File: config.mk
export PLATFORM = sky130hd
export DESIGN_NAME = cfg_readback_ctrl
export DESIGN_NICKNAME = d
export VERILOG_FILES = /design/src/rtl/cfgrb_pkg.sv /design/src/rtl/cfgrb_arm_timer.sv /design/src/rtl/cfgrb_load_mux.sv /design/src/rtl/cfg_readback_ctrl.sv
export SDC_FILE = /design/constraint.sdc
export NUM_CORES = 1
export LEC_CHECK = 0
export ABC_AREA = 1
export BUFFER_PORTS_ARGS = -buffer_cell sky130_fd_sc_hd__buf_2
export CAP_MARGIN = 20
export CELL_PAD_IN_SITES_DETAIL_PLACEMENT = 1
export CELL_PAD_IN_SITES_GLOBAL_PLACEMENT = 1
export CORE_ASPECT_RATIO = 0.7
export CORE_MARGIN = 4
export CORE_UTILIZATION = 21
export CTS_CLUSTER_DIAMETER = 120
export CTS_CLUSTER_SIZE = 25
export DETAILED_ROUTE_END_ITERATION = 6
export PLACE_DENSITY = 0.78
export SETUP_SLACK_MARGIN = 0.05
export SYNTH_ARGS = -nofsm -noshare
export SYNTH_HDL_FRONTEND = slang
export SYNTH_SLANG_ARGS = --single-unit
File: constraint.sdc
create_clock -name clk -period 1.2 [get_ports clk]
set_input_delay 0.18 -clock clk [delete_from_list [all_inputs] [get_ports clk]]
set_output_delay 0.18 -clock clk [all_outputs]
set_load 0.03 [all_outputs]
File: src/rtl/cfgrb_pkg.sv
package cfgrb_pkg;

  localparam int REG_W   = 8;
  localparam int EN_BIT  = 0;
  localparam int SEL_BIT = 3;

  typedef enum logic [1:0] {
    SLOT_FUSE_LO  = 2'd0,
    SLOT_LOCK     = 2'd1,
    SLOT_FUSE_EXT = 2'd2,
    SLOT_FUSE_HI  = 2'd3
  } slot_e;

  // programmed flags read back inverted
  function automatic logic [7:0] byte_from_prog(input logic [7:0] prog);
    return ~prog;
  endfunction

  // unassigned upper positions read as unprogrammed
  function automatic logic [7:0] lock_byte(input logic [5:0] prog);
    return {2'b11, ~prog};
  endfunction

  function automatic logic [7:0] ext_byte(input logic [3:0] prog);
    return {4'hF, ~prog};
  endfunction

  function automatic logic [REG_W-1:0] reg_image(input logic en, input logic sel);
    logic [REG_W-1:0] r;
    r = '0;
    r[EN_BIT]  = en;
    r[SEL_BIT] = sel;
    return r;
  endfunction

endpackage

File: src/rtl/cfgrb_arm_timer.sv
module cfgrb_arm_timer #(
  parameter int LD_WIN = 3,
  parameter int ST_WIN = 4
) (
  input  logic clk,
  input  logic rst_n,
  input  logic wr_accept,
  input  logic wd_en,
  input  logic wd_sel,
  input  logic ld_req,
  input  logic st_req,
  output logic arm_en,
  output logic arm_sel,
  output logic ld_timeout,
  output logic st_timeout,
  output logic consume
);

  localparam int MAX_WIN = (LD_WIN > ST_WIN) ? LD_WIN : ST_WIN;
  localparam int CNT_W   = $clog2(MAX_WIN + 1);
  localparam logic [CNT_W-1:0] LD_LAST = CNT_W'(LD_WIN - 1);
  localparam logic [CNT_W-1:0] ST_LAST = CNT_W'(ST_WIN - 1);

  logic [CNT_W-1:0] cnt;
  logic             cfg_win;
  logic             st_win;

  assign cfg_win    = arm_en & arm_sel;
  assign st_win     = arm_en & ~arm_sel;
  assign consume    = (cfg_win & ld_req) | (arm_en & st_req);
  assign ld_timeout = cfg_win & ~ld_req & ~st_req & (cnt == LD_LAST);
  assign st_timeout = st_win & ~st_req & (cnt == ST_LAST);

  always_ff @(posedge clk or negedge rst_n) begin
    if (!rst_n) begin
      arm_en  <= 1'b0;
      arm_sel <= 1'b0;
      cnt     <= '0;
    end else if (wr_accept) begin
      arm_en  <= wd_en;
      arm_sel <= wd_en & wd_sel;
      cnt     <= '0;
    end else if (consume | ld_timeout | st_timeout) begin
      arm_en  <= 1'b0;
      arm_sel <= 1'b0;
      cnt     <= '0;
    end else if (arm_en) begin
      cnt <= cnt + 1'b1;
    end
  end

endmodule

File: src/rtl/cfgrb_load_mux.sv
module cfgrb_load_mux
  import cfgrb_pkg::*;
#(
  parameter int ADDR_W = 16
) (
  input  logic              cfg_win,
  input  logic              ld_req,
  input  logic [ADDR_W-1:0] ld_addr,
  input  logic [7:0]        flash_rdata,
  input  logic [7:0]        fuse_lo_prog,
  input  logic [7:0]        fuse_hi_prog,
  input  logic [3:0]        fuse_ext_prog,
  input  logic [5:0]        lock_prog,
  output logic              cfg_hit,
  output logic [7:0]        ld_data
);

  logic  upper_zero;
  slot_e slot;
  logic [7:0] cfg_byte;

  assign upper_zero = (ld_addr[ADDR_W-1:2] == '0);
  assign slot       = slot_e'(ld_addr[1:0]);
  assign cfg_hit    = cfg_win & ld_req & upper_zero;

  always_comb begin
    unique case (slot)
      SLOT_FUSE_LO:  cfg_byte = byte_from_prog(fuse_lo_prog);
      SLOT_LOCK:     cfg_byte = lock_byte(lock_prog);
      SLOT_FUSE_EXT: cfg_byte = ext_byte(fuse_ext_prog);
      default:       cfg_byte = byte_from_prog(fuse_hi_prog);
    endcase
  end

  assign ld_data = cfg_hit ? cfg_byte : flash_rdata;

endmodule

File: src/rtl/cfg_readback_ctrl.sv
module cfg_readback_ctrl
  import cfgrb_pkg::*;
#(
  parameter int ADDR_W = 16,
  parameter int LD_WIN = 3,
  parameter int ST_WIN = 4
) (
  input  logic              clk,
  input  logic              rst_n,
  input  logic              reg_wr,
  input  logic [7:0]        reg_wdata,
  output logic [7:0]        reg_rdata,
  input  logic              ld_req,
  input  logic [ADDR_W-1:0] ld_addr,
  input  logic [7:0]        flash_rdata,
  output logic [7:0]        ld_data,
  input  logic              st_req,
  input  logic              ee_busy,
  input  logic [7:0]        fuse_lo_prog,
  input  logic [7:0]        fuse_hi_prog,
  input  logic [3:0]        fuse_ext_prog,
  input  logic [5:0]        lock_prog
);

  // named internal events for the checker
  logic wr_accept;
  logic wr_blocked;
  logic arm_en;
  logic arm_sel;
  logic cfg_win;
  logic cfg_hit;
  logic ld_timeout;
  logic st_timeout;
  logic consume;

  assign wr_accept  = reg_wr & ~ee_busy;
  assign wr_blocked = reg_wr & ee_busy;
  assign cfg_win    = arm_en & arm_sel;

  cfgrb_arm_timer #(
    .LD_WIN (LD_WIN),
    .ST_WIN (ST_WIN)
  ) u_timer (
    .clk        (clk),
    .rst_n      (rst_n),
    .wr_accept  (wr_accept),
    .wd_en      (reg_wdata[EN_BIT]),
    .wd_sel     (reg_wdata[SEL_BIT]),
    .ld_req     (ld_req),
    .st_req     (st_req),
    .arm_en     (arm_en),
    .arm_sel    (arm_sel),
    .ld_timeout (ld_timeout),
    .st_timeout (st_timeout),
    .consume    (consume)
  );

  cfgrb_load_mux #(
    .ADDR_W (ADDR_W)
  ) u_mux (
    .cfg_win       (cfg_win),
    .ld_req        (ld_req),
    .ld_addr       (ld_addr),
    .flash_rdata   (flash_rdata),
    .fuse_lo_prog  (fuse_lo_prog),
    .fuse_hi_prog  (fuse_hi_prog),
    .fuse_ext_prog (fuse_ext_prog),
    .lock_prog     (lock_prog),
    .cfg_hit       (cfg_hit),
    .ld_data       (ld_data)
  );

  assign reg_rdata = reg_image(arm_en, arm_sel);

endmodule

==> flow_summary.ini <==
[yosys]
postSynthCellCount = 153
yosysWarnings = 0
syn_area_per_cell_um2 = 5.92
ys_types = 20
synth_area_um2 = 906
seq_area_frac_synth_pct = 13.8
synth-seq-cells = 5

[floorplanning]
core-area_mm2 = 0.00404
die_w_um = 86.5
start_util_pct = 22.4
die_y_um = 63.0
ioPinCount = 80
dieArea_mm2 = 0.00545
rows = 19

[clocking]
numClockSinks = 5
cts.path.max_buffers = 2
htree_levels = 1
post-cts-setup-buffers = 0
root_buffer = clkbuf_8
cts_buffers = 3
path_clk_slew_ps = 30
insertion_delay_ps = 220
cts_tree = yes

[setup_path]
crit_buf_inv = 1
cp-end-kind = primary output
cp_top_family = simple AND/OR/NAND/NOR gates
path_max_fanout = 8
cp-start-kind = register
startpoint = u_timer.arm_sel$_DFFE_PN0P_
worst-r2r-cell-count = 7
crit_path_cell_trace = nand2_4 > nor2_4 > nand3_4 > nor2_8 > nand2_8 > nand2_1 > nand2_2 > buf_4
slowest_stage = dfrtp_1
arrival_ps = 1480
timing.rr.end = u_timer.cnt[2]$_DFFE_PN0P_
critPathKind = reg2out
reg2reg_slack_ps = -150
crit_end = ld_data[7]
timing.rr.start = u_timer.cnt[0]$_DFFE_PN0P_
crit_required_ps = 1020
path_depth = 8
slowest_delay_ps = 380

[drt]
first_iter_violations = 19
via_per_inst = 4.24
routed_wl_um = 3430
ant_nets = 0
num_vias = 1188
drc_errors = 0
wire_per_inst_um = 12.2
first_pass_iters = 3

[power_and_ir_drop]
leakagePower_uw = 0.000902
switchingPower_uw = 391
pwr-share-comb_pct = 49.6
peakVddDrop_mv = 0.327
p_sw_share_pct = 37.2
power.density_mw_per_mm2 = 703
seqPwrFrac_pct = 21.7
p_int_uw = 660
clockPowerShare_pct = 28.7

[global_route]
grt_pass1_wl_um = 5090
gr-total-overflow = 0
antenna_found_initial = 0
grt_pass1_vias = 1204
grt_max_degree = 10
grt_usage_pct = 11.5

[layout]
antennaDiodeCount = 0
nets = 300
nFillCells = 544
layout_commonest_cell = buf_2
postLayoutCoreUtil_pct = 37.0
design_area_mm2 = 0.00150
drive_gt1_share_pct = 46.1
final_cell_mix = 57 x buf_2, 33 x nand2_1, 27 x inv_1
syn_to_final_growth_pct = 65.1

[status]
violations = setup timing
outcome = finished with violations

[placed_design]
dpl.hpwl_um = 2820
place.gp.congestion = 0.718
dpl_cell_area_mm2 = 0.00134
port_buffers = 67
place_ws_ps = -308

[timing]
setup_ws_ps = -456
min_period_ps = 1660
post-route-period-util_pct = 138
rsz0062_at_grt = yes
worst_clock_skew_ps = 0.719
fmax_mhz = 604
slew_viol_final = 0
hold_viol = 0
setup_viol = 13

[run]
maxCapViolations = 0

[min_path]
hp-class = in2reg
worst register-to-register path, delay by kind of cell (launching register included):
kind / cells / cell delay (ps)
AO/OA/AOI/OAI: 1 / 200
AND/OR/NAND/NOR: 4 / 330
flip-flops: 1 / 400
adder cells (fa/ha/maj): 2 / 350
synthesized netlist by cell type (all sizes together):
| cell type | number | area (um^2) |
|---|---|---|
| buf | 10 | 76.3 |
| nand3 | 14 | 82.6 |
| nand3b | 3 | 22.5 |
| nand2 | 50 | 203 |
| ha | 7 | 87.6 |
| a21oi | 1 | 8.76 |
| o21ai | 8 | 40.0 |
| inv | 28 | 105 |
| dfrtp | 5 | 125 |
| a22oi | 2 | 15.0 |
| nand4 | 3 | 18.8 |
| nor2 | 20 | 98.8 |
| nor3b | 1 | 18.8 |
| conb | 1 | 3.75 |
power by group through the flow:
stage          Sequential, uW  Clock (uW)  Combinational [uW]
2_1_floorplan             224           0                 305
3_5_place_dp              229           0                 471
4_1_cts                   227         309                 488
6_report                  228         302                 521
5_1_grt                   234         332                 581
3_3_place_gp              228           0                 458
flip-flops by register name, summed over array words and instances, names as in the netlist:
register / flops
u_timer.arm_sel: 1
u_timer.cnt: 3
u_timer.arm_en: 1
cell type report:
| cell class | count | area, um^2 | area share [%] |
|---|---|---|---|
| clock buffer | 4 | 45.0 | 3.01 |
| sequential | 5 | 125 | 8.37 |
| multi-input combinational | 116 | 708 | 47.4 |
| timing repair buffer | 75 | 447 | 29.9 |
| inverter | 28 | 105 | 7.03 |
| tap | 52 | 65.1 | 4.35 |
worst min path at each step:
stage	cells after the start	endpoint	from
after floorplan	0	u_timer.arm_en$_DFFE_PN0P_	rst_n
after global placement	1	u_timer.cnt[1]$_DFFE_PN0P_	rst_n
after detailed placement	1	u_timer.cnt[1]$_DFFE_PN0P_	rst_n
after CTS	3	u_timer.arm_en$_DFFE_PN0P_	reg_wdata[0]
after global routing	3	u_timer.arm_en$_DFFE_PN0P_	reg_wdata[0]
final	3	u_timer.arm_en$_DFFE_PN0P_	reg_wdata[0]
logic make-up (layout without fill, tap and decap cells):
logic type	after synthesis	in the layout	synth area share, %
AND/OR/NAND/NOR	91	92	49.0
buffers and inverters	38	107	20.0
AO/OA/AOI/OAI	11	11	7.04
adder cells (fa/ha/maj)	7	7	9.67
flip-flops	5	5	13.8
other	1	6	0.414
per-layer routing:
| layer | GRT usage, % | wire (um) | vias up |
|---|---|---|---|
| met5 | 0 | 0 | - |
| met4 | 4.09 | 38 | 0 |
| met3 | 1.32 | 197 | 4 |
| met2 | 19.9 | 1660 | 40 |
| met1 | 14.6 | 1530 | 536 |
| li1 | - | - | 608 |
timing repair:
action | in CTS | in global routing
hold buffers | 1 | 0
pin swaps | 4 | 5
endpoints found under the setup margin | 14 | 15
endpoints found under the hold margin | 5 | 0
resized for setup | 9 | 18
gates cloned | 0 | 1
metrics by stage:
step | hold WS (ps) | setup TNS (ps) | power [uW] | cells
after floorplan | -116 | -889 | 528 | 158
after global placement | -7.82 | -2480 | 686 | 274
after detailed placement | -6.30 | -2780 | 700 | 274
after CTS | 202 | -4070 | 1020 | 279
after global routing | 210 | -5270 | 1150 | 280
final | 197 | -4050 | 1050 | 280
Note: power is estimated with default switching activity, not from simulation.
